--- src/rtl/rxc_pkg.sv ---
package rxc_pkg;

    localparam int CHAR_W = 8;
    localparam int ERR_W  = 3;

    localparam int ERR_PAR = 2;
    localparam int ERR_FRM = 1;
    localparam int ERR_BRK = 0;

    typedef enum logic [2:0] {
        ST_IDLE   = 3'd0,
        ST_START  = 3'd1,
        ST_DATA   = 3'd2,
        ST_PARITY = 3'd3,
        ST_STOP   = 3'd4,
        ST_HOLD   = 3'd5
    } rx_state_t;

endpackage

--- src/rtl/rxc_sync.sv ---
module rxc_sync #(
    parameter int STAGES = 2
) (
    input  logic clk,
    input  logic rst_n,
    input  logic din,
    output logic dout
);

    logic [STAGES-1:0] chain;

    always_ff @(posedge clk or negedge rst_n) begin
        if (!rst_n) begin
            chain <= '1;
        end else begin
            chain <= {chain[STAGES-2:0], din};
        end
    end

    assign dout = chain[STAGES-1];

endmodule

--- src/rtl/rxc_voter.sv ---
module rxc_voter (
    input  logic clk,
    input  logic rst_n,
    input  logic cap_en,
    input  logic din,
    output logic vote
);

    logic [1:0] held;

    always_ff @(posedge clk or negedge rst_n) begin
        if (!rst_n) begin
            held <= 2'b11;
        end else if (cap_en) begin
            held <= {held[0], din};
        end
    end

    assign vote = (held[1] & held[0]) | (held[1] & din) | (held[0] & din);

endmodule

--- src/rtl/rxc_fsm.sv ---
module rxc_fsm
    import rxc_pkg::*;
#(
    parameter int OVS = 16
) (
    input  logic               clk,
    input  logic               rst_n,
    input  logic               os_tick,
    input  logic               rx,
    input  logic               vote,
    input  logic [1:0]         cfg_len,
    input  logic               cfg_par_en,
    input  logic               cfg_par_odd,
    input  logic               out_ready,
    output logic               cap_en,
    output logic               out_valid,
    output logic [CHAR_W-1:0]  out_data,
    output logic [ERR_W-1:0]   out_err,
    output logic               rx_overrun
);

    localparam int CW = $clog2(OVS) + 1;
    localparam logic [CW-1:0] S_LAST = CW'(OVS);
    localparam logic [CW-1:0] S_MID  = CW'(OVS / 2);
    localparam logic [CW-1:0] S_PRE  = CW'(OVS / 2 - 1);
    localparam logic [CW-1:0] S_POST = CW'(OVS / 2 + 1);

    rx_state_t         state, state_nx;
    logic [CW-1:0]     cnt;
    logic [CW-1:0]     s;
    logic [2:0]        bit_idx;
    logic [1:0]        len_q;
    logic              pen_q;
    logic              podd_q;
    logic [CHAR_W-1:0] shreg;
    logic              par_acc;
    logic              par_bad;
    logic              all_zero;
    logic [2:0]        last_idx;
    logic              at_vote;
    logic              at_end;
    logic              brk;

    assign s        = cnt + CW'(1);
    assign last_idx = {1'b1, len_q};
    assign at_vote  = os_tick && (s == S_POST);
    assign at_end   = os_tick && (s == S_LAST);
    assign cap_en   = os_tick && ((s == S_PRE) || (s == S_MID));
    assign brk      = all_zero && !vote;

    // state register
    always_ff @(posedge clk or negedge rst_n) begin
        if (!rst_n) begin
            state <= ST_IDLE;
        end else begin
            state <= state_nx;
        end
    end

    // next state
    always_comb begin
        state_nx = state;
        unique case (state)
            ST_IDLE: begin
                if (os_tick && !rx) state_nx = ST_START;            // start-seen
            end
            ST_START: begin
                if (os_tick && (s == S_MID) && rx) state_nx = ST_IDLE; // false-start
                else if (at_end) state_nx = ST_DATA;                  // start-ok
            end
            ST_DATA: begin
                if (at_end && (bit_idx == last_idx))
                    state_nx = pen_q ? ST_PARITY : ST_STOP;          // data-done
            end
            ST_PARITY: begin
                if (at_end) state_nx = ST_STOP;                      // parity-done
            end
            ST_STOP: begin
                if (at_vote) state_nx = brk ? ST_HOLD : ST_IDLE;     // break-seen / stop-done
            end
            ST_HOLD: begin
                if (os_tick && rx) state_nx = ST_IDLE;               // line-high
            end
            default: state_nx = ST_IDLE;
        endcase
    end

    // datapath and outputs
    always_ff @(posedge clk or negedge rst_n) begin
        if (!rst_n) begin
            cnt        <= '0;
            bit_idx    <= '0;
            len_q      <= '0;
            pen_q      <= 1'b0;
            podd_q     <= 1'b0;
            shreg      <= '0;
            par_acc    <= 1'b0;
            par_bad    <= 1'b0;
            all_zero   <= 1'b0;
            out_valid  <= 1'b0;
            out_data   <= '0;
            out_err    <= '0;
            rx_overrun <= 1'b0;
        end else begin
            out_valid  <= 1'b0;
            rx_overrun <= 1'b0;
            if (os_tick) begin
                if (state == ST_IDLE) begin
                    if (!rx) begin
                        cnt      <= CW'(1);
                        bit_idx  <= '0;
                        len_q    <= cfg_len;
                        pen_q    <= cfg_par_en;
                        podd_q   <= cfg_par_odd;
                        shreg    <= '0;
                        par_acc  <= 1'b0;
                        par_bad  <= 1'b0;
                        all_zero <= 1'b1;
                    end
                end else begin
                    cnt <= (s == S_LAST) ? '0 : s;
                end
            end
            unique case (state)
                ST_DATA: begin
                    if (at_vote) begin
                        shreg[bit_idx] <= vote;
                        par_acc        <= par_acc ^ vote;
                        if (vote) all_zero <= 1'b0;
                    end
                    if (at_end && (bit_idx != last_idx)) bit_idx <= bit_idx + 3'd1;
                end
                ST_PARITY: begin
                    if (at_vote) begin
                        par_bad <= par_acc ^ vote ^ podd_q;
                        if (vote) all_zero <= 1'b0;
                    end
                end
                ST_STOP: begin
                    if (at_vote) begin
                        if (out_ready) begin
                            out_valid <= 1'b1;
                            if (brk) begin
                                out_data <= '0;
                                out_err  <= ERR_W'(1) << ERR_BRK;
                            end else begin
                                out_data          <= shreg;
                                out_err           <= '0;
                                out_err[ERR_PAR]  <= pen_q && par_bad;
                                out_err[ERR_FRM]  <= !vote;
                            end
                        end else begin
                            rx_overrun <= 1'b1;
                        end
                    end
                end
                ST_IDLE, ST_START, ST_HOLD: begin
                end
                default: begin
                end
            endcase
        end
    end

    // a high mid-sample of the start bit returns to idle without output
    p_false_start_r4: assert property (@(posedge clk) disable iff (!rst_n)
        (state == ST_START && os_tick && s == S_MID && rx) |=> (state == ST_IDLE && !out_valid && !rx_overrun));

    // the strobe never lasts more than one cycle
    p_valid_pulse_r7: assert property (@(posedge clk) disable iff (!rst_n)
        out_valid |=> !out_valid);

    // a character is either delivered or dropped, never both
    p_drop_or_push_r8: assert property (@(posedge clk) disable iff (!rst_n)
        !(out_valid && rx_overrun));

    // a break character carries no data and only the break tag
    p_break_tag_r6: assert property (@(posedge clk) disable iff (!rst_n)
        (out_valid && out_err[ERR_BRK]) |-> (out_data == '0 && !out_err[ERR_PAR] && !out_err[ERR_FRM]));

    // five-bit characters leave the upper bits clear
    p_upper_zero_r1: assert property (@(posedge clk) disable iff (!rst_n)
        (out_valid && len_q == 2'd0) |-> (out_data[7:5] == 3'b000));

    // no parity error without parity
    p_par_off_r2: assert property (@(posedge clk) disable iff (!rst_n)
        (out_valid && !pen_q) |-> !out_err[ERR_PAR]);

endmodule

--- src/rtl/serial_rx_tag.sv ---
module serial_rx_tag
    import rxc_pkg::*;
#(
    parameter int OVS       = 16,
    parameter int SYNC_FLOP = 2
) (
    input  logic        clk,
    input  logic        rst_n,
    input  logic        os_tick,
    input  logic        rxd,
    input  logic [1:0]  cfg_len,
    input  logic        cfg_par_en,
    input  logic        cfg_par_odd,
    input  logic        out_ready,
    output logic        out_valid,
    output logic [7:0]  out_data,
    output logic [2:0]  out_err,
    output logic        rx_overrun
);

    logic rx_s;
    logic vote;
    logic cap_en;

    rxc_sync #(.STAGES(SYNC_FLOP)) u_sync (
        .clk   (clk),
        .rst_n (rst_n),
        .din   (rxd),
        .dout  (rx_s)
    );

    rxc_voter u_voter (
        .clk    (clk),
        .rst_n  (rst_n),
        .cap_en (cap_en),
        .din    (rx_s),
        .vote   (vote)
    );

    rxc_fsm #(.OVS(OVS)) u_fsm (
        .clk         (clk),
        .rst_n       (rst_n),
        .os_tick     (os_tick),
        .rx          (rx_s),
        .vote        (vote),
        .cfg_len     (cfg_len),
        .cfg_par_en  (cfg_par_en),
        .cfg_par_odd (cfg_par_odd),
        .out_ready   (out_ready),
        .cap_en      (cap_en),
        .out_valid   (out_valid),
        .out_data    (out_data),
        .out_err     (out_err),
        .rx_overrun  (rx_overrun)
    );

endmodule

--- config.mk ---
export PLATFORM = sky130hd
export DESIGN_NAME = serial_rx_tag
export DESIGN_NICKNAME = d
export VERILOG_FILES = /design/src/rtl/rxc_pkg.sv /design/src/rtl/rxc_sync.sv /design/src/rtl/rxc_voter.sv /design/src/rtl/rxc_fsm.sv /design/src/rtl/serial_rx_tag.sv
export SDC_FILE = /design/constraint.sdc
export NUM_CORES = 1
export LEC_CHECK = 0
export ABC_AREA = 1
export BUFFER_PORTS_ARGS = -buffer_cell sky130_fd_sc_hd__buf_2
export CORE_MARGIN = 2
export CORE_UTILIZATION = 52
export CTS_BUF_LIST = sky130_fd_sc_hd__clkbuf_4 sky130_fd_sc_hd__clkbuf_8 sky130_fd_sc_hd__clkbuf_16
export CTS_CLUSTER_DIAMETER = 60
export DETAILED_ROUTE_END_ITERATION = 16
export GPL_TIMING_DRIVEN = 1
export PLACE_DENSITY = 0.77
export SLEW_MARGIN = 20
export SYNTH_ARGS = -nofsm -noshare
export SYNTH_HDL_FRONTEND = slang
export SYNTH_HIERARCHICAL = 1
export SYNTH_SLANG_ARGS = --single-unit
--- constraint.sdc ---
create_clock -name clk -period 2.8 [get_ports clk]
set_input_delay 0.28 -clock clk [delete_from_list [all_inputs] [get_ports clk]]
set_output_delay 0.28 -clock clk [all_outputs]
set_load 0.02 [all_outputs]
==> flow_summary.json, run 1 <==
{
  "syn_area_per_cell_um2": 8.403,
  "dr.first_iter.drc_count": 112,
  "dieArea_um2": 4805,
  "h-tree-depth": 2,
  "cp_max_fo": 7,
  "setup_viol": 0,
  "first_pass_iters": 4,
  "track_usage": 0.1873,
  "final_layout_size_suffix_gt1_frac": 0.1972,
  "ys_async_sr_fraction": 1.000,
  "cts_tree": "done",
  "numCtsBuffers": 5,
  "clk-insertion-delay-late_ns": 0.30,
  "cp_cell_sequence": "ha_1, inv_1, nand2_2, nand2_4, nor2_4, nand4_1, o21ai_0, o21ai_0",
  "synth-seq-cells": 43,
  "regToRegEndpoint": "u_fsm/bit_idx[0]$_DFF_PN0_",
  "gr-total-overflow": 0,
  "dp_hpwl_um": 2991,
  "ys.flop_type": "dfrtp_1",
  "critical-path-top-delay-family": "simple AND/OR/NAND/NOR gates",
  "cts_root_buf": "clkbuf_8",
  "synthDistinctLibCells": 31,
  "crit_slowest_cell": "dfrtp_1",
  "fin_cells": 339,
  "fp.dieW_um": 69.32,
  "worstMarginPinSlew_ns": 0.9035,
  "route.detailed.drc": 0,
  "grt_start_max_net_pins": 44,
  "r2r-start": "u_fsm/cnt[1]$_DFFE_PN0P_",
  "yosys.area.top_type": "dfrtp_1",
  "ios": 22,
  "multi_input_area_um2": 989.7,
  "cpMostUsedCell": "o21ai_0",
  "min_path_type": "in -> reg",
  "finalHoldViolCount": 0,
  "yosysSeqAreaShare": 0.4873,
  "rsz0062_at_grt": "false",
  "nNetsFinal": 302,
  "startpoint_type": "flop",
  "die_h_um": 69.32,
  "vias_per_cell": 5.345,
  "fp-row-count": 23,
  "synthCells": 264,
  "seqCellArea_um2": 1081,
  "io_buffers": 21,
  "cellLeakagePower_nw": 1.225,
  "wl_per_cell_um": 11.91,
  "hold_depth": 1,
  "setup_ws_ns": 0.9363,
  "finalMaxSlewViolations": 0,
  "power_density_nw_per_um2": 770.8,
  "post_cts_resized": 0,
  "synth_area_leaders": "dfrtp_1 (44%), nand2_1 (12%), nand3_1 (7.2%), dfstp_2 (4.7%), inv_1 (4.4%)",
  "cts_setup_buffers": 0,
  "slew_headroom": 0.3977,
  "fin_tns_setup_ns": 0,
  "dp_slack_ns": 0.9690,
  "syn_nets": 278,
  "crit_arrival_ns": 2.05,
  "clkTransAtPathRegs_ns": 0.09,
  "grt_pass1_vias": 1638,
  "grt_pass1_wl_um": 7348,
  "cts.path.max_buffers": 2,
  "status": "finished, final reports clean",
  "min_period_ns": 1.864,
  "place_area_um2": 2355,
  "rrSetupSlack_ns": 0.94,
  "antenna_found_initial": 0,
  "fin_crit_sh": 0.6656,
  "synthTopCellsByCount": "nand2_1 (69), dfrtp_1 (39), nand3_1 (32)",
  "cp_num_cells": 8,
  "synth-edff-count": 0,
  "path_buf_inv": 1,
  "stdcell_area_um2": 2449,
  "clock-sinks": 43,
  "whs_endpoint": "u_sync/chain[0]$_DFF_PN1_",
  "yosysWarnings": 6,
  "maxCapViolCount": 0,
  "peakVddDrop_mv": 0.4170,
  "placed_cells": 331,
  "place.gp.congestion": 0.8980,
  "ant_nets": 0,
  "max_stage_delay_ns": 0.45,
  "endpoint_kind": "flop",
  "cts_hold_buf": 0,
  "crit_type": "reg -> reg",
  "num_antenna_cells": 0,
  "yosysMostFrequentCell": "nand2_1",
  "wl_um": 4037,
  "power_mw": 1.887,
  "initial_core_util": 0.5467,
  "fill_cells": 355,
  "required_ns": 2.98,
  "coreArea_um2": 4058,
  "area_growth_pct": 10.38,
  "synth_top_cell_area_share": 0.4399,
  "reg2reg_depth": 8,
  "max_freq_mhz": 536.6,
  "synthesis.area_um2": 2218,
  "vias": 1812,
  "worstHoldStart": "rxd",
  "clock_skew_ns": 0.007890
}
stage by stage:
step           utilization  hold WS, ns
2_1_floorplan            -     -0.01559
3_5_place_dp        0.5803       0.3530
6_report            0.6035      0.07622
3_3_place_gp        0.5803       0.3457
5_1_grt             0.6035      0.05939
4_1_cts             0.6035      0.06582
area by class of cell:
cell class | instances | area share
flip-flops and latches | 43 | 0.4415
multi-input cells | 186 | 0.4042
inverters | 31 | 0.04752
repair buffers | 21 | 0.04292
clock buffers | 5 | 0.02810
well taps | 50 | 0.02555
clock inverters | 3 | 0.01022
registers in the layout, indices dropped and copies added, names as in the netlist, 2 cells and up:
| signal | cells |
|---|---|
| u_fsm/shreg | 8 |
| u_fsm/cnt | 5 |
| u_fsm/state | 3 |
| u_fsm/out_err | 3 |
| u_sync/chain | 2 |
| u_fsm/len_q | 2 |
| u_fsm/out_data | 8 |
| u_voter/held | 2 |
| u_fsm/bit_idx | 3 |
cell usage in the layout (no fill, tap or decap), types with 2 or more instances in the layout:
| cell type | count |
|---|---|
| clkbuf_8 | 5 |
| buf_2 | 21 |
| nand3_1 | 32 |
| ha_1 | 5 |
| dfstp_2 | 4 |
| inv_1 | 26 |
| a21oi_1 | 5 |
| nor2_4 | 4 |
| nor2_2 | 3 |
| dfrtp_1 | 39 |
| nor3_1 | 2 |
| nand2_2 | 7 |
| o21ai_1 | 9 |
| xnor2_1 | 2 |
| nand3_4 | 2 |
| inv_2 | 4 |
| nand2_1 | 69 |
| clkinv_4 | 2 |
| o21ai_0 | 13 |
| nand4_1 | 13 |
| nor2_1 | 11 |
per-layer routing:
layer,vias up,GRT usage,wire length [um]
li1,917,-,-
met5,-,0,0
met4,0,0.06536,70
met1,835,0.2636,2040
met2,53,0.2842,1719
met3,7,0.04506,207
how the worst max path moves through the flow:
stage | start | endpoint | slack, ns
3_5_place_dp | u_fsm/cnt[1]$_DFFE_PN0P_ | u_fsm/out_err[0]$_DFFE_PN0P_ | 0.97
5_1_grt | u_fsm/cnt[1]$_DFFE_PN0P_ | u_fsm/bit_idx[0]$_DFF_PN0_ | 0.77
3_3_place_gp | u_fsm/cnt[1]$_DFFE_PN0P_ | u_fsm/out_err[0]$_DFFE_PN0P_ | 1.05
6_report | u_fsm/cnt[1]$_DFFE_PN0P_ | u_fsm/bit_idx[0]$_DFF_PN0_ | 0.94
2_1_floorplan | u_fsm/cnt[1]$_DFFE_PN0P_ | u_fsm/out_err[1]$_DFFE_PN0P_ | 1.17
4_1_cts | u_fsm/cnt[1]$_DFFE_PN0P_ | u_fsm/out_err[0]$_DFFE_PN0P_ | 0.96
report_power, final:
part / switching, mW / internal, mW
Combinational: 0.452 / 0.207
Clock: 0.223 / 0.178
Sequential: 0.102 / 0.726
Total: 0.777 / 1.11
logic make-up after synthesis:
family / after synthesis / synth area share
AND/OR/NAND/NOR: 144 / 0.3181
flip-flops: 43 / 0.4873
buffers and inverters: 35 / 0.06654
AO/OA/AOI/OAI: 34 / 0.08799
adder cells (fa/ha/maj): 5 / 0.02820
XOR/XNOR: 3 / 0.01185
No activity file was read; power rests on OpenSTA's default activity.
==> run 2, diff against run 1 <==
PLACE_DENSITY = 0.79   (was 0.77)
clock period = 1.7 ns   (was 2.8 ns; I/O delays follow)
==> flow_summary.json, run 2 (same netlist as run 1, synthesis figures left out) <==
{
  "crit_type": "reg -> reg",
  "peakVddDrop_mv": 0.9031,
  "cts_root_buf": "clkbuf_8",
  "max_stage_delay_ns": 0.44,
  "dp_slack_ns": -0.1059,
  "vias_per_cell": 5.428,
  "track_usage": 0.1937,
  "fp-row-count": 23,
  "cp_cell_sequence": "ha_4, inv_2, nand2_2, nand2_4, nor2_4, nand3_1, nor2_1, nor2_1, nor2_4, nand2_1, nand2_1, nand2_1",
  "layout.cells.most_common": "nand2_1",
  "worstHoldStart": "cfg_len[1]",
  "die_h_um": 69.32,
  "vias": 1927,
  "clock_skew_ns": 0.007170,
  "max_freq_mhz": 592.1,
  "worstMarginPinSlew_ns": 0.5297,
  "ant_nets": 0,
  "ios": 22,
  "io_buffers": 21,
  "hold_depth": 3,
  "coreArea_um2": 4058,
  "wl_per_cell_um": 12.88,
  "initial_core_util": 0.5467,
  "final_layout_size_suffix_gt1_frac": 0.2590,
  "endpoint_kind": "flop",
  "crit_slowest_cell": "dfrtp_2",
  "cts_tree": "done",
  "timing.hold.ws_ns": 0.05867,
  "numCtsBuffers": 5,
  "critical-path-top-delay-family": "simple AND/OR/NAND/NOR gates",
  "power_mw": 3.342,
  "dieArea_um2": 4805,
  "h-tree-depth": 2,
  "met3_usage": 0.04942,
  "startpoint_type": "flop",
  "slew_headroom": 0.6469,
  "nNetsFinal": 318,
  "path_buf_inv": 1,
  "clock-sinks": 43,
  "maxCapViolCount": 0,
  "setup_viol": 0,
  "wl_um": 4571,
  "grt_pass1_vias": 1758,
  "power_density_nw_per_um2": 1259,
  "cp_max_fo": 5,
  "use_met2": 0.3141,
  "num_antenna_cells": 0,
  "status": "finished, final reports clean",
  "rsz0062_at_grt": "true",
  "min_period_ns": 1.689,
  "finalMaxSlewViolations": 0,
  "setup_ws_ns": 0.01099,
  "antenna_found_initial": 0,
  "grt_start_max_net_pins": 44,
  "finalHoldViolCount": 0,
  "first_pass_iters": 4,
  "top_regs": "u_fsm/out_data: 8 flops, u_fsm/shreg: 8 flops, u_fsm/cnt: 5 flops",
  "layout_common_cells": "nand2_1 (68), dfrtp_1 (38), nand3_1 (29)",
  "dr.first_iter.drc_count": 176,
  "whs_endpoint": "u_fsm/len_q[1]$_DFFE_PN0P_",
  "area_growth_pct": 19.63,
  "globalRouteMet1Util": 0.2505,
  "place.gp.congestion": 0.9638,
  "required_ns": 1.90,
  "fp.dieW_um": 69.32,
  "cellLeakagePower_nw": 1.302,
  "clk-insertion-delay-late_ns": 0.30,
  "route.detailed.drc": 0,
  "clkTransAtPathRegs_ns": 0.09,
  "place_area_um2": 2422,
  "cts.path.max_buffers": 2,
  "min_path_type": "in -> reg",
  "stdcell_area_um2": 2654,
  "crit_arrival_ns": 1.89,
  "cpMostUsedCell": "nand2_1",
  "rrSetupSlack_ns": 0.01,
  "fin_crit_sh": 0.9935,
  "regToRegEndpoint": "u_fsm/state[1]$_DFFE_PN0P_",
  "top_usage_layer": "met2",
  "r2r-start": "u_fsm/cnt[0]$_DFFE_PN0P_",
  "gr-total-overflow": 0,
  "grt_pass1_wl_um": 7548,
  "reg2reg_depth": 12,
  "dp_hpwl_um": 3226
}
-- run 2: cell types whose count changed in the layout (fill, tap and decap cells not counted), moves of 2 or more --
cell / previous run / this run
o21ai_0: 13 / 10
o21ai_1: 9 / 12
clkinv_4: 2 / 0
buf_4: 0 / 11
dlygate4sd3_1: 0 / 2
inv_1: 26 / 24
nand3_1: 32 / 29
nand3_2: 0 / 4
-- run 2: where the power goes --
part / internal [mW] / switching [mW]
clock: 0.294 / 0.370
combinational: 0.479 / 0.827
sequential: 1.20 / 0.175
total: 1.97 / 1.37
-- run 2: routing by layer --
metal / vias to the layer above / part of all wire / routed length, um
li1: 950 / - / -
met1: 921 / 0.47 / 2132
met2: 51 / 0.47 / 2150
met3: 5 / 0.048 / 218
met4: 0 / 0.015 / 70
met5: - / 0 / 0
-- run 2: cell type report --
class                      count  area [um^2]
fill                         337         1404
sequential                    43         1082
multi-input combinational    187         1049
timing repair buffer          36        239.0
inverter                      31        128.9
clock buffer                   5        68.82
tap                           50        62.56
clock inverter                 3        23.77
-- run 2: worst max path at each step --
| stage | depth (start not counted) | startpoint | endpoint | slack, ns |
|---|---|---|---|---|
| finish | 12 | u_fsm/cnt[0]$_DFFE_PN0P_ | u_fsm/state[1]$_DFFE_PN0P_ | 0.01 |
| floorplan | 11 | u_fsm/cnt[1]$_DFFE_PN0P_ | u_fsm/out_err[1]$_DFFE_PN0P_ | 0.07 |
| global route | 12 | u_fsm/cnt[0]$_DFFE_PN0P_ | u_fsm/state[1]$_DFFE_PN0P_ | -0.11 |
| CTS | 9 | u_fsm/cnt[0]$_DFFE_PN0P_ | u_fsm/shreg[7]$_DFF_PN0_ | 0.0006 |
| global placement | 10 | u_fsm/cnt[0]$_DFFE_PN0P_ | u_fsm/shreg[1]$_DFF_PN0_ | 0.002 |
| detailed placement | 10 | u_fsm/cnt[0]$_DFFE_PN0P_ | u_fsm/shreg[7]$_DFF_PN0_ | -0.11 |
-- run 2: timing repair --
action	in CTS	in global routing
cloned	0	1
pin swaps	0	8
endpoints found under the setup margin	21	24
resized for setup	4	16
setup buffers	1	3
hold endpoints to repair	40	0
hold buffers	2	0
-- run 2: through the flow --
step | std cells | setup TNS, ns | utilization
after floorplan | 264 | 0 | -
after global placement | 340 | 0 | 0.5970
after detailed placement | 340 | -0.7687 | 0.5970
after CTS | 351 | 0 | 0.6321
after global routing | 355 | -1.440 | 0.6540
final | 355 | 0 | 0.6540
-- run 2: tightest hold or removal path, stage by stage --
cell and delay (ns):
buf_2 0.07, nand2_1 0.04, nand2_1 0.04
